File: src/rtl/dpot_pkg.sv
// Shared definitions for the quad potentiometer controller.
// Assumes the operation code sits in the two top bits of a frame.
package dpot_pkg;
    typedef enum logic [1:0] {
        OP_NOP   = 2'b00,
        OP_WRITE = 2'b01,
        OP_READ  = 2'b10,
        OP_SHDN  = 2'b11
    } dpot_op_e;
endpackage

File: src/rtl/dpot_sync.sv
// Multi-stage synchronizer for a small vector of asynchronous pins.
// Assumes STAGES >= 1; all bits see the same latency, so that data and
// clock pins stay aligned to each other.
module dpot_sync #(
    parameter int              W       = 3,
    parameter int              STAGES  = 2,
    parameter logic [W-1:0]    RST_VAL = '0
) (
    input  logic         clk,
    input  logic         rst_n,
    input  logic [W-1:0] d_i,
    output logic [W-1:0] q_o
);
    logic [W-1:0] stage_q [STAGES];

    for (genvar g = 0; g < STAGES; g++) begin : g_stage
        if (g == 0) begin : g_first
            // First stage: capture raw pins
            always_ff @(posedge clk) begin
                if (!rst_n) stage_q[g] <= RST_VAL;
                else        stage_q[g] <= d_i;
            end
        end else begin : g_next
            // Later stages: settle the previous stage
            always_ff @(posedge clk) begin
                if (!rst_n) stage_q[g] <= RST_VAL;
                else        stage_q[g] <= stage_q[g-1];
            end
        end
    end

    assign q_o = stage_q[STAGES-1];
endmodule

File: src/rtl/dpot_shifter.sv
// Serial front end: detects edges of the synchronized serial clock and
// chip select, shifts data in on rising edges (MSB first), drives data
// out on falling edges, counts bits modulo the frame length and flags a
// commit when chip select rises on a frame boundary.
// Assumes its inputs are already in the clk domain.
module dpot_shifter #(
    parameter int FRAME_W = 16
) (
    input  logic               clk,
    input  logic               rst_n,
    input  logic               sclk_s,
    input  logic               cs_s,
    input  logic               sdi_s,
    input  logic [FRAME_W-1:0] load_word_i,
    output logic [FRAME_W-1:0] sr_o,
    output logic               sdo_o,
    output logic               cs_fall_o,
    output logic               commit_o
);
    localparam int CNT_W = $clog2(FRAME_W);
    localparam logic [CNT_W-1:0] CNT_LAST = CNT_W'(FRAME_W - 1);

    logic             sclk_q, cs_q;
    logic             sclk_rise, sclk_fall, cs_rise;
    logic [CNT_W-1:0] cnt_q;
    logic             seen_q;
    logic [FRAME_W-1:0] sr_q;
    logic             sdo_q;

    assign sclk_rise = sclk_s & ~sclk_q & ~cs_s;
    assign sclk_fall = ~sclk_s & sclk_q & ~cs_s;
    assign cs_fall_o = ~cs_s & cs_q;
    assign cs_rise   = cs_s & ~cs_q;

    // Previous values of the synchronized pins, for edge detection
    always_ff @(posedge clk) begin
        if (!rst_n) begin
            sclk_q <= 1'b0;
            cs_q   <= 1'b1;
        end else begin
            sclk_q <= sclk_s;
            cs_q   <= cs_s;
        end
    end

    // Bit counter modulo frame length plus a flag that any bit arrived
    always_ff @(posedge clk) begin
        if (!rst_n) begin
            cnt_q  <= '0;
            seen_q <= 1'b0;
        end else if (cs_fall_o) begin
            cnt_q  <= '0;
            seen_q <= 1'b0;
        end else if (sclk_rise) begin
            cnt_q  <= (cnt_q == CNT_LAST) ? '0 : cnt_q + 1'b1;
            seen_q <= 1'b1;
        end
    end

    // Shift register: preload at frame start, shift in on rising edges
    always_ff @(posedge clk) begin
        if (!rst_n)         sr_q <= '0;
        else if (cs_fall_o) sr_q <= load_word_i;
        else if (sclk_rise) sr_q <= {sr_q[FRAME_W-2:0], sdi_s};
    end

    // Data out: first bit at selection, next bits on falling edges
    always_ff @(posedge clk) begin
        if (!rst_n)         sdo_q <= 1'b0;
        else if (cs_fall_o) sdo_q <= load_word_i[FRAME_W-1];
        else if (cs_rise)   sdo_q <= 1'b0;
        else if (sclk_fall) sdo_q <= sr_q[FRAME_W-1];
    end

    assign commit_o = cs_rise & seen_q & (cnt_q == '0);
    assign sr_o     = sr_q;
    assign sdo_o    = sdo_q;
endmodule

File: src/rtl/dpot_regfile.sv
// Register file and command decoder: per-channel wiper registers preset
// to mid-scale, a shutdown mask, and a pending-read tracker that
// builds the response word for the next frame.
// Assumes NCH >= 2, NCH <= TAP_W, and a frame wide enough for
// op(2) + index + status bit + at least one spare bit + data.
module dpot_regfile
    import dpot_pkg::*;
#(
    parameter int NCH     = 4,
    parameter int TAP_W   = 7,
    parameter int FRAME_W = 16
) (
    input  logic                   clk,
    input  logic                   rst_n,
    input  logic                   commit_i,
    input  logic                   cs_fall_i,
    input  logic [FRAME_W-1:0]     frame_i,
    output logic [NCH*TAP_W-1:0]   wiper_o,
    output logic [NCH-1:0]         sd_mask_o,
    output logic [FRAME_W-1:0]     resp_o
);
    localparam int IDX_W    = $clog2(NCH);
    localparam int IDX_HI   = FRAME_W - 3;
    localparam int STAT_BIT = FRAME_W - 3 - IDX_W;
    localparam logic [TAP_W-1:0] MID = {1'b1, {(TAP_W-1){1'b0}}};

    dpot_op_e         op;
    logic [IDX_W-1:0] idx;
    logic             stat_sel;
    logic [TAP_W-1:0] data;
    logic             unused_spare;

    assign op           = dpot_op_e'(frame_i[FRAME_W-1 -: 2]);
    assign idx          = frame_i[IDX_HI -: IDX_W];
    assign stat_sel     = frame_i[STAT_BIT];
    assign data         = frame_i[TAP_W-1:0];
    assign unused_spare = ^frame_i[STAT_BIT-1:TAP_W];

    for (genvar g = 0; g < NCH; g++) begin : g_ch
        logic [TAP_W-1:0] wiper_q;
        // Wiper register: mid-scale at reset, load on an addressed write
        always_ff @(posedge clk) begin
            if (!rst_n)
                wiper_q <= MID;
            else if (commit_i && op == OP_WRITE && idx == IDX_W'(g))
                wiper_q <= data;
        end
        assign wiper_o[g*TAP_W +: TAP_W] = wiper_q;
    end

    logic [NCH-1:0]   sd_mask_q;
    logic             pend_q, pend_stat_q;
    logic [IDX_W-1:0] pend_idx_q;

    // Shutdown mask: loaded whole by a shutdown-control command
    always_ff @(posedge clk) begin
        if (!rst_n)                          sd_mask_q <= '0;
        else if (commit_i && op == OP_SHDN)  sd_mask_q <= data[NCH-1:0];
    end

    // Pending read: set by a read command, consumed at next frame start
    always_ff @(posedge clk) begin
        if (!rst_n) begin
            pend_q      <= 1'b0;
            pend_stat_q <= 1'b0;
            pend_idx_q  <= '0;
        end else if (commit_i && op == OP_READ) begin
            pend_q      <= 1'b1;
            pend_stat_q <= stat_sel;
            pend_idx_q  <= idx;
        end else if (cs_fall_i) begin
            pend_q      <= 1'b0;
        end
    end

    // Response word offered to the shifter for preload
    always_comb begin
        resp_o = '0;
        if (pend_q) begin
            if (pend_stat_q) resp_o[NCH-1:0]   = sd_mask_q;
            else             resp_o[TAP_W-1:0] = wiper_o[pend_idx_q*TAP_W +: TAP_W];
        end
    end

    assign sd_mask_o = sd_mask_q;
endmodule

File: src/rtl/dpot_spi_ctrl.sv
// Top of the quad potentiometer controller: synchronizes the serial pins,
// runs the shifter and register file, and forms the per-channel tap
// outputs, forcing tap 0 on channels in shutdown.
// Assumes clk runs at least about eight times faster than the serial clock.
module dpot_spi_ctrl #(
    parameter int NCH         = 4,
    parameter int TAP_W       = 7,
    parameter int FRAME_W     = 16,
    parameter int SYNC_STAGES = 2
) (
    input  logic                 clk,
    input  logic                 rst_n,
    input  logic                 spi_cs_n,
    input  logic                 spi_sclk,
    input  logic                 spi_sdi,
    output logic                 spi_sdo,
    output logic [NCH*TAP_W-1:0] tap_sel,
    output logic [NCH-1:0]       chan_open
);
    logic [2:0]           pins_s;
    logic                 cs_s, sclk_s, sdi_s;
    logic [FRAME_W-1:0]   sr_q;
    logic [FRAME_W-1:0]   resp_word;
    logic                 cs_fall;
    logic                 frame_commit;
    logic [NCH*TAP_W-1:0] wiper_flat;
    logic [NCH-1:0]       sd_mask;

    dpot_sync #(.W(3), .STAGES(SYNC_STAGES), .RST_VAL(3'b100)) u_sync (
        .clk   (clk),
        .rst_n (rst_n),
        .d_i   ({spi_cs_n, spi_sclk, spi_sdi}),
        .q_o   (pins_s)
    );
    assign {cs_s, sclk_s, sdi_s} = pins_s;

    dpot_shifter #(.FRAME_W(FRAME_W)) u_shift (
        .clk         (clk),
        .rst_n       (rst_n),
        .sclk_s      (sclk_s),
        .cs_s        (cs_s),
        .sdi_s       (sdi_s),
        .load_word_i (resp_word),
        .sr_o        (sr_q),
        .sdo_o       (spi_sdo),
        .cs_fall_o   (cs_fall),
        .commit_o    (frame_commit)
    );

    dpot_regfile #(.NCH(NCH), .TAP_W(TAP_W), .FRAME_W(FRAME_W)) u_regs (
        .clk       (clk),
        .rst_n     (rst_n),
        .commit_i  (frame_commit),
        .cs_fall_i (cs_fall),
        .frame_i   (sr_q),
        .wiper_o   (wiper_flat),
        .sd_mask_o (sd_mask),
        .resp_o    (resp_word)
    );

    for (genvar g = 0; g < NCH; g++) begin : g_tap
        // Tap output: stored wiper, or the low end while shut down
        assign tap_sel[g*TAP_W +: TAP_W] = sd_mask[g] ? '0 : wiper_flat[g*TAP_W +: TAP_W];
    end
    assign chan_open = sd_mask;
endmodule

File: config.mk
export PLATFORM = sky130hd
export DESIGN_NAME = dpot_spi_ctrl
export DESIGN_NICKNAME = d
export VERILOG_FILES = /design/src/rtl/dpot_pkg.sv /design/src/rtl/dpot_sync.sv /design/src/rtl/dpot_shifter.sv /design/src/rtl/dpot_regfile.sv /design/src/rtl/dpot_spi_ctrl.sv
export SDC_FILE = /design/constraint.sdc
export NUM_CORES = 1
export LEC_CHECK = 0
export ABC_AREA = 1
export CAP_MARGIN = 40
export CORE_MARGIN = 2
export CORE_UTILIZATION = 55
export DETAILED_ROUTE_END_ITERATION = 10
export DONT_BUFFER_PORTS = 1
export HOLD_SLACK_MARGIN = 0.12
export PLACE_DENSITY = 0.73
export SETUP_SLACK_MARGIN = 0.1
export SYNTH_ARGS = -nofsm -noshare
export SYNTH_HDL_FRONTEND = slang
export SYNTH_SLANG_ARGS = --single-unit
File: constraint.sdc
create_clock -name clk -period 1.5 [get_ports clk]
set_clock_uncertainty 0.2 [all_clocks]
set_input_delay 0.3 -clock clk [delete_from_list [all_inputs] [get_ports clk]]
set_output_delay 0.3 -clock clk [all_outputs]
set_load 0.01 [all_outputs]
Yosys cells after proc, flatten, opt, wreduce, memory -nomap -nowiden
Memories as Yosys holds them, arrays and structs flattened.
Index checks and enable logic that the tools add are counted.
{"block": "totals", "ram_bits": 6, "n_memories": 1, "register_bits": 60, "word_cells": 70, "rom_bits": 0, "latch_bits": 0}
{"name": "u_sync.stage_q", "depth": 2, "word_bits": 3, "read_ports": 2, "rd_clocked_by_memory_dff": 0, "write_ports": 2, "line_no": "dpot_sync.sv:14", "rtl": "logic [W-1:0] stage_q [STAGES];"}
{"block": "classes", "shift": 1, "n_eq_ne": 7, "addsub": 1, "n_bitwise": 15, "magnitude_cmp": 0, "multipliers": 1, "n_reduce_logical": 13, "n_div": 0, "mux": 16}
{"op": "two-way mux 7 bit", "n": 7}
{"op": "variable part select 28 x 6 -> 7 bit", "n": 1}
{"op": "two-way mux 3 bit", "n": 3}
{"op": "AND 1 bit", "n": 8}
{"op": "== test 2 bit (second input constant)", "n": 4}
{"op": "two-way mux 4 bit", "n": 2}
{"op": "logical AND 1 bit", "n": 7}
{"op": "multiplier 2 x 3 -> 5 bit (second input constant)", "n": 1}
{"op": "NOT 1 bit", "n": 5}
{"op": "adder 4 x 1 -> 4 bit (second input constant)", "n": 1}
{"op": "== test 2 x 1 -> 1 bit (second input constant)", "n": 2}
{"op": "== test 4 bit (second input constant)", "n": 1}
{"op": "logical NOT 4 bit", "n": 1}
{"op": "two-way mux 1 bit", "n": 4}
{"op": "nonzero test 2 bit", "n": 2}
{"op": "OR reduction 3 bit", "n": 1}
{"op": "logical NOT 2 bit", "n": 1}
{"op": "OR 1 bit", "n": 2}
{"op": "OR reduction 2 bit", "n": 1}

Longest topological paths before layout
Gate-level depths: netlist of the first run.
{"block": "logic_depth", "depth_word": 6, "mapped_depth": 9, "ltp_nobuf": 8}

By module
Synthesis of the first run repeated with hierarchy kept, for this count alone.
{"block": "unflattened", "hier_cells": 518, "hier_area_um2": 3439.5}
{"module": "dpot_regfile", "n_inst": 1, "area_each_um2": 1742.9, "cells_each": 260}
{"module": "dpot_shifter", "n_inst": 1, "area_each_um2": 1321.3, "cells_each": 184}
{"module": "dpot_spi_ctrl", "n_inst": 1, "area_each_um2": 210.2, "cells_each": 56}
{"module": "dpot_sync", "n_inst": 1, "area_each_um2": 165.2, "cells_each": 18}

Worst setup path after synthesis of the first run
Ideal clock, no wire load.
{"block": "synth_timing", "path_type": "reg2reg", "from": "register u_shift.cnt_q[0]", "to": "register u_regs.g_ch[3].wiper_q[0]", "path_stages_with_launch": 9, "path_slack_ns": -0.013, "path_buffers": 1, "t_arrival_ns": 1.201, "t_required_ns": 1.187, "setup_time_ns": 0.113, "period_less_slack_ns": 1.513, "path_cell_list": "dfxtp_1 inv_1 ha_1 nand2_1 nor2_2 nand4_2 buf_6 nor2_1 nor2_1"}
{"block": "synth_between", "elab_chain_cells": 4}
{"element": "from (decl)", "line_no": "dpot_shifter.sv:25", "rtl": "logic [CNT_W-1:0] cnt_q;"}
{"element": "from (signal assigned)", "line_no": "dpot_shifter.sv:55", "rtl": "cnt_q <= (cnt_q == CNT_LAST) ? '0 : cnt_q + 1'b1;"}
{"element": "logical NOT 4 bit", "line_no": "dpot_shifter.sv:75", "rtl": "assign commit_o = cs_rise & seen_q & (cnt_q == '0);"}
{"element": "AND 1 bit", "line_no": "dpot_shifter.sv:75"}
{"element": "logical AND 1 bit (2 in series)", "line_no": "dpot_regfile.sv:45", "rtl": "else if (commit_i && op == OP_WRITE && idx == IDX_W'(g))"}
{"element": "to (signal assigned)", "line_no": "dpot_regfile.sv:46", "rtl": "wiper_q <= data;"}
{"element": "to (decl)", "line_no": "dpot_regfile.sv:40", "rtl": "logic [TAP_W-1:0] wiper_q;"}
Every way passes these cells.
A chain may end at the register's enable or synchronous reset.

Worst setup path in the final report of the first run
{"block": "layout_timing", "from": "register u_shift.cnt_q[1]", "to": "register u_regs.g_ch[2].wiper_q[0]"}
{"block": "layout_between", "elab_chain_cells": 4}
{"element": "logical NOT 4 bit", "line_no": "dpot_shifter.sv:75"}
{"element": "AND 1 bit", "line_no": "dpot_shifter.sv:75"}
{"element": "logical AND 1 bit (2 in series)", "line_no": "dpot_regfile.sv:45"}
{"element": "to (signal assigned)", "line_no": "dpot_regfile.sv:46"}
{"element": "to (decl)", "line_no": "dpot_regfile.sv:40"}
Every way passes these cells.

==> key figures, run 1 <==
Status
  – Run status: complete, but fails checks
  – Violations in the final reports: setup timing

Global routing
  – Via count of the first global-routing pass: 2817
  – Maximum number of pins on one net before global-route repair: 35
  – Antenna violations before repair: 0
  – Global routing usage summed across all routing layers: 28.4%
  – Global-route wire length before repair: 13500 um
  – Overflow left after global routing: 0

Critical path
  – Startpoint type of the worst setup path: register
  – Crit Path Category: reg -> reg
  – Worst-path maximum fanout: 6
  – Arr. time, crit path: 1610 ps
  – Worst setup slack for register-to-register paths: -70 ps
  – Critical path cell sequence: inv_2, ha_4, nand2_4, nor2_4, buf_6, nand4_2, nor2_1, nor2_1
  – Slowest-stage cell, CP: sky130_fd_sc_hd__dfxtp_2
  – Largest incremental delay on the critical path: 330 ps
  – Crit path capture type: register
  – Buffer and inverter count on the worst path: 2
  – Data required time of the worst path: 1540 ps
  – Most used cell along the critical path: sky130_fd_sc_hd__nor2_1
  – Kind of cell with the highest combined delay on the critical path: simple AND/OR/NAND/NOR gates

Pwr
  – Leakage power: 1.84 nW
  – Share of power burned in the clock network: 45.5%
  – Cell Pwr Density: 842 mW/mm2
  – Combinational power share: 4.2%
  – Reg power frac: 50.3%
  – Sw Share: 22.3%
  – Net switching power: 0.000801 W
  – Largest vdd supply drop: 0.000828 V
  – Internal portion of total power: 0.00279 W

Synth
  – Post-synthesis register bit count: 66
  – Proportion of netlist area held by the largest area contributor: 43.4%
  – Post-Synthesis Cells: 451
  – Cell type with the largest total area after synthesis: sky130_fd_sc_hd__dfxtp_1
  – Syn_area_per_cell: 6.75 um2
  – Number of synthesis warnings: 0
  – Library cells used by synthesis: 24
  – Sequential element share of the synthesized area: 43.4%
  – Net Count, Synth: 458
  – Leading cell types by total area after synthesis: sky130_fd_sc_hd__dfxtp_1 (43%), sky130_fd_sc_hd__nand2_1 (14%), sky130_fd_sc_hd__nor2_1 (10%), sky130_fd_sc_hd__inv_1 (5.7%), sky130_fd_sc_hd__a21oi_1 (4.9%)
  – Summed instance area of the synthesized netlist: 0.00305 mm2

Timing
  – Final setup slack of the worst path: -68.6 ps
  – Setup total negative slack: -697 ps
  – Setup repair after global routing missed its margin: true
  – Fmax: 0.638 GHz
  – Tmin final: 1570 ps
  – Final Max Slew Viols: 0
  – Max transition margin: 77.8%
  – Part of the cycle the worst path needs: 105%
  – Final Hold Vio Count: 0
  – Slew at the pin with the worst max-slew slack: 333 ps
  – # setup viols final: 24

Final layout
  – Final nets: 509
  – Filler Cell Count: 364
  – Fraction of layout instances using a drive strength above 1: 30.6%
  – Signed area change from the synthesized netlist to the final layout: 40.0%
  – Antenna Diode Count: 0
  – Final design area excluding fillers: 0.00426 mm2

Clocking
  – CTS tree: built
  – Max H-tree Level: 3
  – Source-to-sink clock delay at the later pin of the worst-skew pair: 340 ps
  – Num CTS Buffers: 9
  – Buffer depth of the longest clock path: 2
  – Number of sinks driven by the clock tree: 66
  – Clock-pin transition on the worst setup and hold timing paths: 70 ps
  – Count of hold-fix buffers inserted at cts: 8
  – Root buf cell: sky130_fd_sc_hd__clkbuf_8

Min path
  – Type of the worst min-delay path: in -> reg

Floorplan
  – Initial standard-cell utilization of the core: 56.0%
  – I/O Pins: 38
  – Overall die area: 0.00615 mm2
  – Count of standard-cell rows: 27
  – Core outline area: 0.00544 mm2
  – Die height: 78.4 um
  – Die width: 78.4 um

Placed design
  – Worst setup timing slack at the placement stage: -50.6 ps
  – Number of buffers added on ports: 0
  – Final weighted congestion of routability-driven global placement: 0.846
  – Cell area after placement: 0.00332 mm2
  – HPWL after detailed placement: 5320 um

Drt
  – Vias per cell: 5.63
  – Total detailed-routing wirelength: 9310 um
  – Detailed-route via count: 3262
  – Post-route DRC: 0
  – Routed WL per cell: 16.1 um
  – Antenna viol nets, final: 0
  – Length of the first detailed-routing pass in iterations: 7
  – Initial drt markers: 386

Flow run
  – Maxcap violations: 0
-- cells in the final DEF, fill, tap and decap left out, types with 2 or more instances in the layout --
master	n
sky130_fd_sc_hd__nand2_1	101
sky130_fd_sc_hd__dfxtp_1	51
sky130_fd_sc_hd__nor2_1	48
sky130_fd_sc_hd__inv_1	42
sky130_fd_sc_hd__nor2_4	32
sky130_fd_sc_hd__buf_4	29
sky130_fd_sc_hd__a21oi_1	26
sky130_fd_sc_hd__nand4_1	22
sky130_fd_sc_hd__o21ai_0	21
sky130_fd_sc_hd__nand3_1	17
sky130_fd_sc_hd__buf_6	15
sky130_fd_sc_hd__clkbuf_8	13
sky130_fd_sc_hd__dfxtp_2	13
sky130_fd_sc_hd__nand2_2	10
sky130_fd_sc_hd__nor2_2	8
sky130_fd_sc_hd__dlygate4sd3_1	7
sky130_fd_sc_hd__o211ai_1	6
sky130_fd_sc_hd__inv_2	4
sky130_fd_sc_hd__a21oi_2	4
sky130_fd_sc_hd__nand4_4	3
sky130_fd_sc_hd__nand3_4	3
sky130_fd_sc_hd__o21ai_1	3
sky130_fd_sc_hd__nand2_4	2
sky130_fd_sc_hd__clkinv_1	2
sky130_fd_sc_hd__inv_4	2
sky130_fd_sc_hd__a211oi_1	2
sky130_fd_sc_hd__clkinvlp_4	2
sky130_fd_sc_hd__or2_2	2
sky130_fd_sc_hd__clkbuf_1	2
sky130_fd_sc_hd__buf_12	2
sky130_fd_sc_hd__buf_8	2
sky130_fd_sc_hd__dfxtp_4	2
-- per-stage QoR --
stage	utilization, %	hold slack (ps)	total power (W)	cells
floorplan	-	190	0.00190	451
global placement	61.0	174	0.00193	535
detailed placement	61.0	177	0.00193	535
CTS	74.0	-4.94	0.00356	567
global route	78.4	-5.49	0.00368	579
finish	78.4	8.23	0.00359	579
-- Yosys cell counts --
cell and count:
sky130_fd_sc_hd__clkbuf_1 13, sky130_fd_sc_hd__buf_2 4, sky130_fd_sc_hd__dfxtp_1 66, sky130_fd_sc_hd__nor2_1 85
sky130_fd_sc_hd__inv_1 46, sky130_fd_sc_hd__o211ai_1 6, sky130_fd_sc_hd__nor2_4 1, sky130_fd_sc_hd__nand4_1 22
sky130_fd_sc_hd__nand4_2 1, sky130_fd_sc_hd__or2_2 2, sky130_fd_sc_hd__nand2_1 112, sky130_fd_sc_hd__buf_6 3
sky130_fd_sc_hd__nand3_1 21, sky130_fd_sc_hd__clkinv_1 4, sky130_fd_sc_hd__nor2_2 2, sky130_fd_sc_hd__a211oi_1 2
sky130_fd_sc_hd__o21ai_0 24, sky130_fd_sc_hd__nand2_2 1, sky130_fd_sc_hd__buf_4 1, sky130_fd_sc_hd__xor2_1 1
sky130_fd_sc_hd__ha_1 2, sky130_fd_sc_hd__a21oi_1 30, sky130_fd_sc_hd__inv_2 1, sky130_fd_sc_hd__nand4_4 1
-- metal layers --
metal,global-route usage [%],wire (um)
met1,36.1,3710
met2,46.0,4580
met5,0,0
met4,14.2,354
met3,5.40,669
-- state kept, by name, summed over array words and instances, names as in the netlist --
name	count
u_regs.sd_mask_o	4
u_regs.g_ch.wiper_q	28
u_shift.sclk_q	1
u_sync.stage_q	6
u_shift.cs_q	1
u_regs.pend_idx_q	2
u_shift.sdo_o	1
u_shift.cnt_q	4
u_regs.pend_q	1
u_regs.pend_stat_q	1
u_shift.seen_q	1
u_shift.sr_o	16
-- worst register-to-register path, cell delays in order (launching register included) --
cell and delay (ps):
sky130_fd_sc_hd__dfxtp_2 330, sky130_fd_sc_hd__inv_2 70, sky130_fd_sc_hd__ha_4 150, sky130_fd_sc_hd__nand2_4 50, sky130_fd_sc_hd__nor2_4 110, sky130_fd_sc_hd__buf_6 140
sky130_fd_sc_hd__nand4_2 190, sky130_fd_sc_hd__nor2_1 170, sky130_fd_sc_hd__nor2_1 60
-- logic make-up after synthesis --
group / count (synthesis) / synth area share (%)
buffers and inverters: 72 / 9.90
adders and majority gates: 2 / 0.822
DFF: 66 / 43.4
AOI/OAI and AO/OA: 62 / 10.8
xor gates and xnor gates: 1 / 0.288
and+or+nand+nor: 248 / 34.8
-- power groups by stage --
stage / sequential [W] / combinational [W] / clock, W
floorplan: 0.00183 / 0.0000668 / 0
detailed placement: 0.00184 / 0.0000861 / 0
global placement: 0.00184 / 0.0000847 / 0
CTS: 0.00180 / 0.000127 / 0.00164
global route: 0.00180 / 0.000164 / 0.00172
finish: 0.00180 / 0.000152 / 0.00163
-- what timing repair did --
action,4_1_cts,5_1_grt
resized for setup,96,40
endpoints found under the hold margin,51,29
pin swaps,42,19
cloned,3,3
setup endpoints to repair,79,83
setup buffers,5,9
-- area by class of cell --
cell class | count | area (um2) | area share (%)
inverter | 51 | 200 | 4.69
clock buffer | 15 | 186 | 4.37
timing repair buffer | 58 | 584 | 13.7
sequential | 66 | 1350 | 31.5
clock inverter | 1 | 30.0 | 0.704
timing repair inverter | 1 | 7.51 | 0.176
tap | 72 | 90.1 | 2.11
multi-input combinational | 315 | 1820 | 42.7
-- worst paths after layout --
check / startpoint / end / cells past startpoint
max: u_shift.cnt_q[1] / u_regs.g_ch[2].wiper_q[0] / 8
max reg2reg: u_shift.cnt_q[1] / u_regs.g_ch[2].wiper_q[0] / 8
min reg2reg: u_sync.stage_q[0][2] / u_sync.stage_q[1][2] / 1
min: rst_n / u_shift.cs_q / 2
Note: power is estimated with default switching activity, not from simulation.
==> run 2: changes to the inputs <==
- clock period: 1.5 -> 1.4 ns (I/O delays scaled with it)
==> run 2 against run 1 <==
The flow finishes with violations (hold timing, setup timing). Setup slack got worse by 220 ps. Power rose by 4.7%. Wire length rose by 6.9%. Final area rose by 5.4%. Sequential share of layout area fell by 1.5 points. Critical path depth did not move. Largest power group unchanged.
==> key figures, run 2 (synthesis results as in run 1) <==
Status
  – Run status: complete, but fails checks
  – Violations in the final reports: hold timing, setup timing

Final layout
  – Antenna Diode Count: 0
  – Core utilization of the finished layout: 82.7%
  – Final nets: 517
  – Number of standard cells in the final layout excluding fillers: 587
  – Flip-flop count of the largest register, all copies and words added: 28
  – Fraction of layout instances using a drive strength above 1: 37.9%
  – Register name with the most flops: u_regs.g_ch.wiper_q
  – Most frequent standard cell in the layout excluding fill and tap cells: sky130_fd_sc_hd__nand2_1
  – Commonest cells after routing, fill and taps aside: sky130_fd_sc_hd__nand2_1 (94), sky130_fd_sc_hd__nor2_1 (48), sky130_fd_sc_hd__dfxtp_1 (46)
  – Signed area change from the synthesized netlist to the final layout: 47.6%

Flow run
  – Maxcap violations: 0

Floorplan
  – Count of standard-cell rows: 27
  – Core outline area: 0.00544 mm2
  – Initial standard-cell utilization of the core: 56.0%
  – Die height: 78.4 um
  – Die width: 78.4 um
  – Overall die area: 0.00615 mm2
  – I/O Pins: 38

Drt
  – Detailed-route via count: 3367
  – Initial drt markers: 367
  – Routed WL per cell: 17.0 um
  – Wire length on met3: 599 um
  – Uppermost layer routed: met4
  – Post-route DRC: 0
  – Sum of routed wire segments on met1: 3950 um
  – Length of the first detailed-routing pass in iterations: 6
  – Antenna viol nets, final: 0
  – Sum of met2 wire segment lengths after detailed routing: 4950 um
  – Total detailed-routing wirelength: 9960 um
  – Vias per cell: 5.74

Timing
  – Final setup slack of the worst path: -288 ps
  – Setup repair after global routing missed its margin: true
  – Final Max Slew Viols: 0
  – Final Hold Vio Count: 28
  – Fmax: 0.592 GHz
  – Part of the cycle the worst path needs: 121%
  – Max transition margin: 74.4%
  – Tmin final: 1690 ps
  – Slew at the pin with the worst max-slew slack: 382 ps
  – Hold slack: -200 ps
  – # setup viols final: 80

Critical path
  – R2R cell count: 8
  – Largest incremental delay on the critical path: 330 ps
  – Buffer and inverter count on the worst path: 3
  – Arr. time, crit path: 1750 ps
  – Capture instance of the worst register-to-register path: u_regs.sd_mask_o[0]
  – Reg2reg start: u_shift.cnt_q[0]
  – Worst-path maximum fanout: 5
  – Data required time of the worst path: 1460 ps
  – Crit path capture type: register
  – Kind of cell with the highest combined delay on the critical path: simple AND/OR/NAND/NOR gates
  – Crit Path Category: reg -> reg
  – Worst setup slack for register-to-register paths: -290 ps
  – Slowest-stage cell, CP: sky130_fd_sc_hd__dfxtp_2
  – Startpoint type of the worst setup path: register
  – Critical path cell sequence: inv_2, ha_4, nand2_1, nor2_4, buf_12, clkbuf_16, nand4_1, a21oi_1
  – Levels on crit path: 8

Pwr
  – Power Total: 0.00376 W
  – Cell Pwr Density: 836 mW/mm2
  – Leakage power: 1.95 nW
  – Largest vdd supply drop: 0.000833 V

Clocking
  – CTS tree: built
  – Root buf cell: sky130_fd_sc_hd__clkbuf_8
  – Clock-pin transition on the worst setup and hold timing paths: 70 ps
  – Count of hold-fix buffers inserted at cts: 7
  – Max H-tree Level: 3
  – Source-to-sink clock delay at the later pin of the worst-skew pair: 350 ps
  – Number of sinks driven by the clock tree: 66
  – Buffer depth of the longest clock path: 2
  – Num CTS Buffers: 9

Global routing
  – Global-route wire length before repair: 13600 um
  – Antenna violations before repair: 0
  – Global routing usage summed across all routing layers: 28.4%
  – Via count of the first global-routing pass: 2915
  – Overflow left after global routing: 0
  – Maximum number of pins on one net before global-route repair: 35

Placed design
  – Number of buffers added on ports: 0
  – Final weighted congestion of routability-driven global placement: 0.845
  – HPWL after detailed placement: 5400 um
  – Dpl cells: 546

Min path
  – Startpoint of the worst hold path: rst_n
  – WHS Endpoint: u_shift.cs_q
  – Instance count along the most critical hold path: 1
  – Type of the worst min-delay path: in -> reg
run 2: cell count changes in the layout (fill, tap and decap cells not counted), sizes merged:
cell and change:
dlygate4sd3 -1, nand4 -1, clkinvlp -2, clkbuf +1
clkinv +3, buf +9, inv -1
run 2: area by class of cell:
cell class / count / area, um2
multi-input combinational: 314 / 1910
sequential: 66 / 1350
fill: 335 / 943
timing repair buffer: 68 / 741
inverter: 51 / 201
clock buffer: 14 / 163
tap: 72 / 90.1
clock inverter: 2 / 35.0
run 2: stage by stage:
step                      instance area (um2)  setup TNS [ps]  hold slack, ps  worst slack [ps]
after CTS                                4080           -3710            -212              -111
final                                    4500           -8400            -200              -288
after global placement                   3480           -1730             154             -84.2
after detailed placement                 3480           -2560             156              -109
after floorplan                          3140           -23.6             178             -3.45
after global routing                     4500          -12930            -200              -346
run 2: timing repair:
action / CTS / global route
pin swaps: 20 / 27
gates resized for setup: 91 / 92
gates cloned: 1 / 4
setup endpoints to repair: 87 / 90
buffers inserted: 7 / 9
endpoints found under the hold margin: 65 / 42
run 2: power by group:
group          total (W)  internal, W  switching, W
clock            0.00165     0.000921      0.000733
sequential       0.00194      0.00190     0.0000398
combinational   0.000167    0.0000783     0.0000888
run 2: routing by layer:
metal | global-route usage [%] | up-vias
li1 | - | 1565
met4 | 13.2 | 0
met2 | 45.9 | 163
met1 | 36.0 | 1596
met5 | 0 | -
met3 | 6.90 | 43
run 2: worst register-to-register path: cells and delay by family (launching register included):
kind	cells	cell delay [ps]
AND/OR/NAND/NOR	3	360
buffers and inverters	3	340
adder cells (fa/ha/maj)	1	160
AO/OA/AOI/OAI	1	210
flip-flops	1	330
run 2: worst max-delay path by stage:
stage                           from                        end  slack [ps]
finish              u_shift.cnt_q[0]        u_regs.sd_mask_o[0]        -290
global route        u_shift.cnt_q[0]  u_regs.g_ch[2].wiper_q[4]        -350
CTS                 u_shift.cnt_q[1]         u_regs.pend_stat_q        -110
detailed placement  u_shift.cnt_q[1]       u_regs.pend_idx_q[0]        -110
global placement    u_shift.cnt_q[1]         u_regs.pend_stat_q         -80
floorplan           u_shift.cnt_q[1]       u_regs.pend_idx_q[0]          -3
==> run 3: changes to the inputs <==
- CORE_MARGIN: 2 -> unset
- CORE_UTILIZATION: 55 -> 35
- PLACE_DENSITY: 0.73 -> unset
- clock period: 1.4 -> 2.2 ns (I/O delays scaled with it)
==> run 3 against run 2 <==
The flow now finishes without violations. Cell count decreased by 4.3%. Clock power decreased by 38%. First-iteration DRC count decreased by 61%. Count of clock-buffer cells in the layout unchanged. Core utilization decreased by 42 points. Sequential share of layout area increased by 9.2 points. Sequential power decreased by 37%. Wire length decreased by 23%. Die area increased by 48%. Critical endpoint is now tap_sel[27]. Largest cell class unchanged. Largest power group unchanged.
==> key figures, run 3 (synthesis results as in run 1) <==
Final layout
  – Most frequent standard cell in the layout excluding fill and tap cells: sky130_fd_sc_hd__nand2_1
  – Final design area excluding fillers: 0.00337 mm2
  – Commonest cells after routing, fill and taps aside: sky130_fd_sc_hd__nand2_1 (112), sky130_fd_sc_hd__nor2_1 (85), sky130_fd_sc_hd__dfxtp_1 (66)
  – Fraction of layout instances using a drive strength above 1: 6.56%
  – Antenna Diode Count: 0
  – Signed area change from the synthesized netlist to the final layout: 10.6%
  – Filler Cell Count: 884
  – Final nets: 459
  – Flip-flop count of the largest register, all copies and words added: 28
  – Register name with the most flops: u_regs.g_ch.wiper_q

Clocking
  – Count of instances resized after the clock tree is built: 0
  – Number of sinks driven by the clock tree: 66
  – Count of hold-fix buffers inserted at cts: 4
  – CTS tree: built
  – Buffer depth of the longest clock path: 2
  – Clock-pin transition on the worst setup and hold timing paths: 70 ps
  – Setup repair bufs after CTS: 0
  – Max H-tree Level: 3
  – Source-to-sink clock delay at the later pin of the worst-skew pair: 340 ps
  – Root buf cell: sky130_fd_sc_hd__clkbuf_8
  – Num CTS Buffers: 9

Placed design
  – HPWL after detailed placement: 5340 um
  – Final weighted congestion of routability-driven global placement: 0.795
  – Number of buffers added on ports: 0
  – Cell area after placement: 0.00312 mm2

Critical path
  – Critical path cell sequence: nor2_1
  – Data required time of the worst path: 1560 ps
  – Slowest-stage cell, CP: sky130_fd_sc_hd__dfxtp_1
  – Buffer and inverter count on the worst path: 0
  – Arr. time, crit path: 1190 ps
  – Crit Path Category: reg -> out
  – Kind of cell with the highest combined delay on the critical path: flip-flops
  – Worst-path maximum fanout: 10
  – Largest incremental delay on the critical path: 650 ps
  – Startpoint type of the worst setup path: register
  – Crit path capture type: output pin

Drt
  – Total detailed-routing wirelength: 7710 um
  – Vias per cell: 4.90
  – Length of the first detailed-routing pass in iterations: 5
  – Initial drt markers: 144
  – Post-route DRC: 0
  – Routed WL per cell: 13.7 um
  – Detailed-route via count: 2754
  – Antenna viol nets, final: 0

Floorplan
  – Die height: 95.3 um
  – Die width: 95.3 um
  – Count of standard-cell rows: 33
  – Core outline area: 0.00830 mm2
  – Overall die area: 0.00908 mm2
  – I/O Pins: 38
  – Initial standard-cell utilization of the core: 36.7%

Global routing
  – Global routing usage summed across all routing layers: 17.8%
  – Global-route wire length before repair: 12000 um
  – Via count of the first global-routing pass: 2380
  – Overflow left after global routing: 0
  – Antenna violations before repair: 0
  – Maximum number of pins on one net before global-route repair: 34

Pwr
  – Share of power burned in the clock network: 44.3%
  – Largest vdd supply drop: 0.000316 V
  – Reg power frac: 52.9%
  – Cell Pwr Density: 690 mW/mm2
  – Internal portion of total power: 0.00182 W
  – Leakage power: 1.55 nW
  – Net switching power: 0.000508 W
  – Sw Share: 21.9%
  – Combinational power share: 2.8%

Timing
  – Slew at the pin with the worst max-slew slack: 566 ps
  – Final Max Slew Viols: 0
  – Setup total negative slack: 0 ps
  – Setup repair after global routing missed its margin: false
  – Part of the cycle the worst path needs: 83.1%
  – # setup viols final: 0
  – Tmin final: 1830 ps
  – Final Hold Vio Count: 0
  – Max transition margin: 62.2%
  – Fmax: 0.547 GHz

Status
  – Run status: finished, final reports clean

Flow run
  – Maxcap violations: 0

Min path
  – Type of the worst min-delay path: in -> reg
## run 3: stage by stage
stage          setup WS (ps)  utilization, %  hold WS, ps  total power, W  instances
3_5_place_dp             358            37.6          201         0.00131        542
2_1_floorplan            687               -          190         0.00129        451
4_1_cts                  345            40.6          159         0.00234        562
3_3_place_gp             410            37.6          194         0.00130        542
6_report                 372            40.6          163         0.00232        562
5_1_grt                  195            40.6          159         0.00241        562
## run 3: final timing paths
check             slack [ps]                 start  cells past startpoint                         to
setup / recovery         370   u_regs.sd_mask_o[3]                      1                tap_sel[27]
hold / removal           160                 rst_n                      2               u_shift.cs_q
setup reg to reg         380      u_shift.cnt_q[1]                      7  u_regs.g_ch[3].wiper_q[1]
hold reg to reg          220  u_sync.stage_q[0][2]                      1       u_sync.stage_q[1][2]
## run 3: power groups by stage
stage          combinational, W  clock (W)  sequential (W)
2_1_floorplan         0.0000442          0         0.00125
3_3_place_gp          0.0000470          0         0.00126
3_5_place_dp          0.0000477          0         0.00126
4_1_cts               0.0000656    0.00105         0.00123
5_1_grt               0.0000746    0.00110         0.00123
6_report              0.0000652    0.00103         0.00123
## run 3: final cells by class
cell class	count	area (um2)	share of cell area, %
timing repair buffer	11	103	3.05
inverter	51	191	5.69
multi-input combinational	313	1420	42.3
tap	105	131	3.90
clock inverter	2	35.0	1.04
sequential	66	1320	39.2
clock buffer	14	163	4.83
## run 3: routing by layer
layer | GRT usage [%] | routed length, um
met5 | 0 | 0
met1 | 21.4 | 3500
met4 | 6.31 | 73
met3 | 4.86 | 303
met2 | 30.1 | 3830
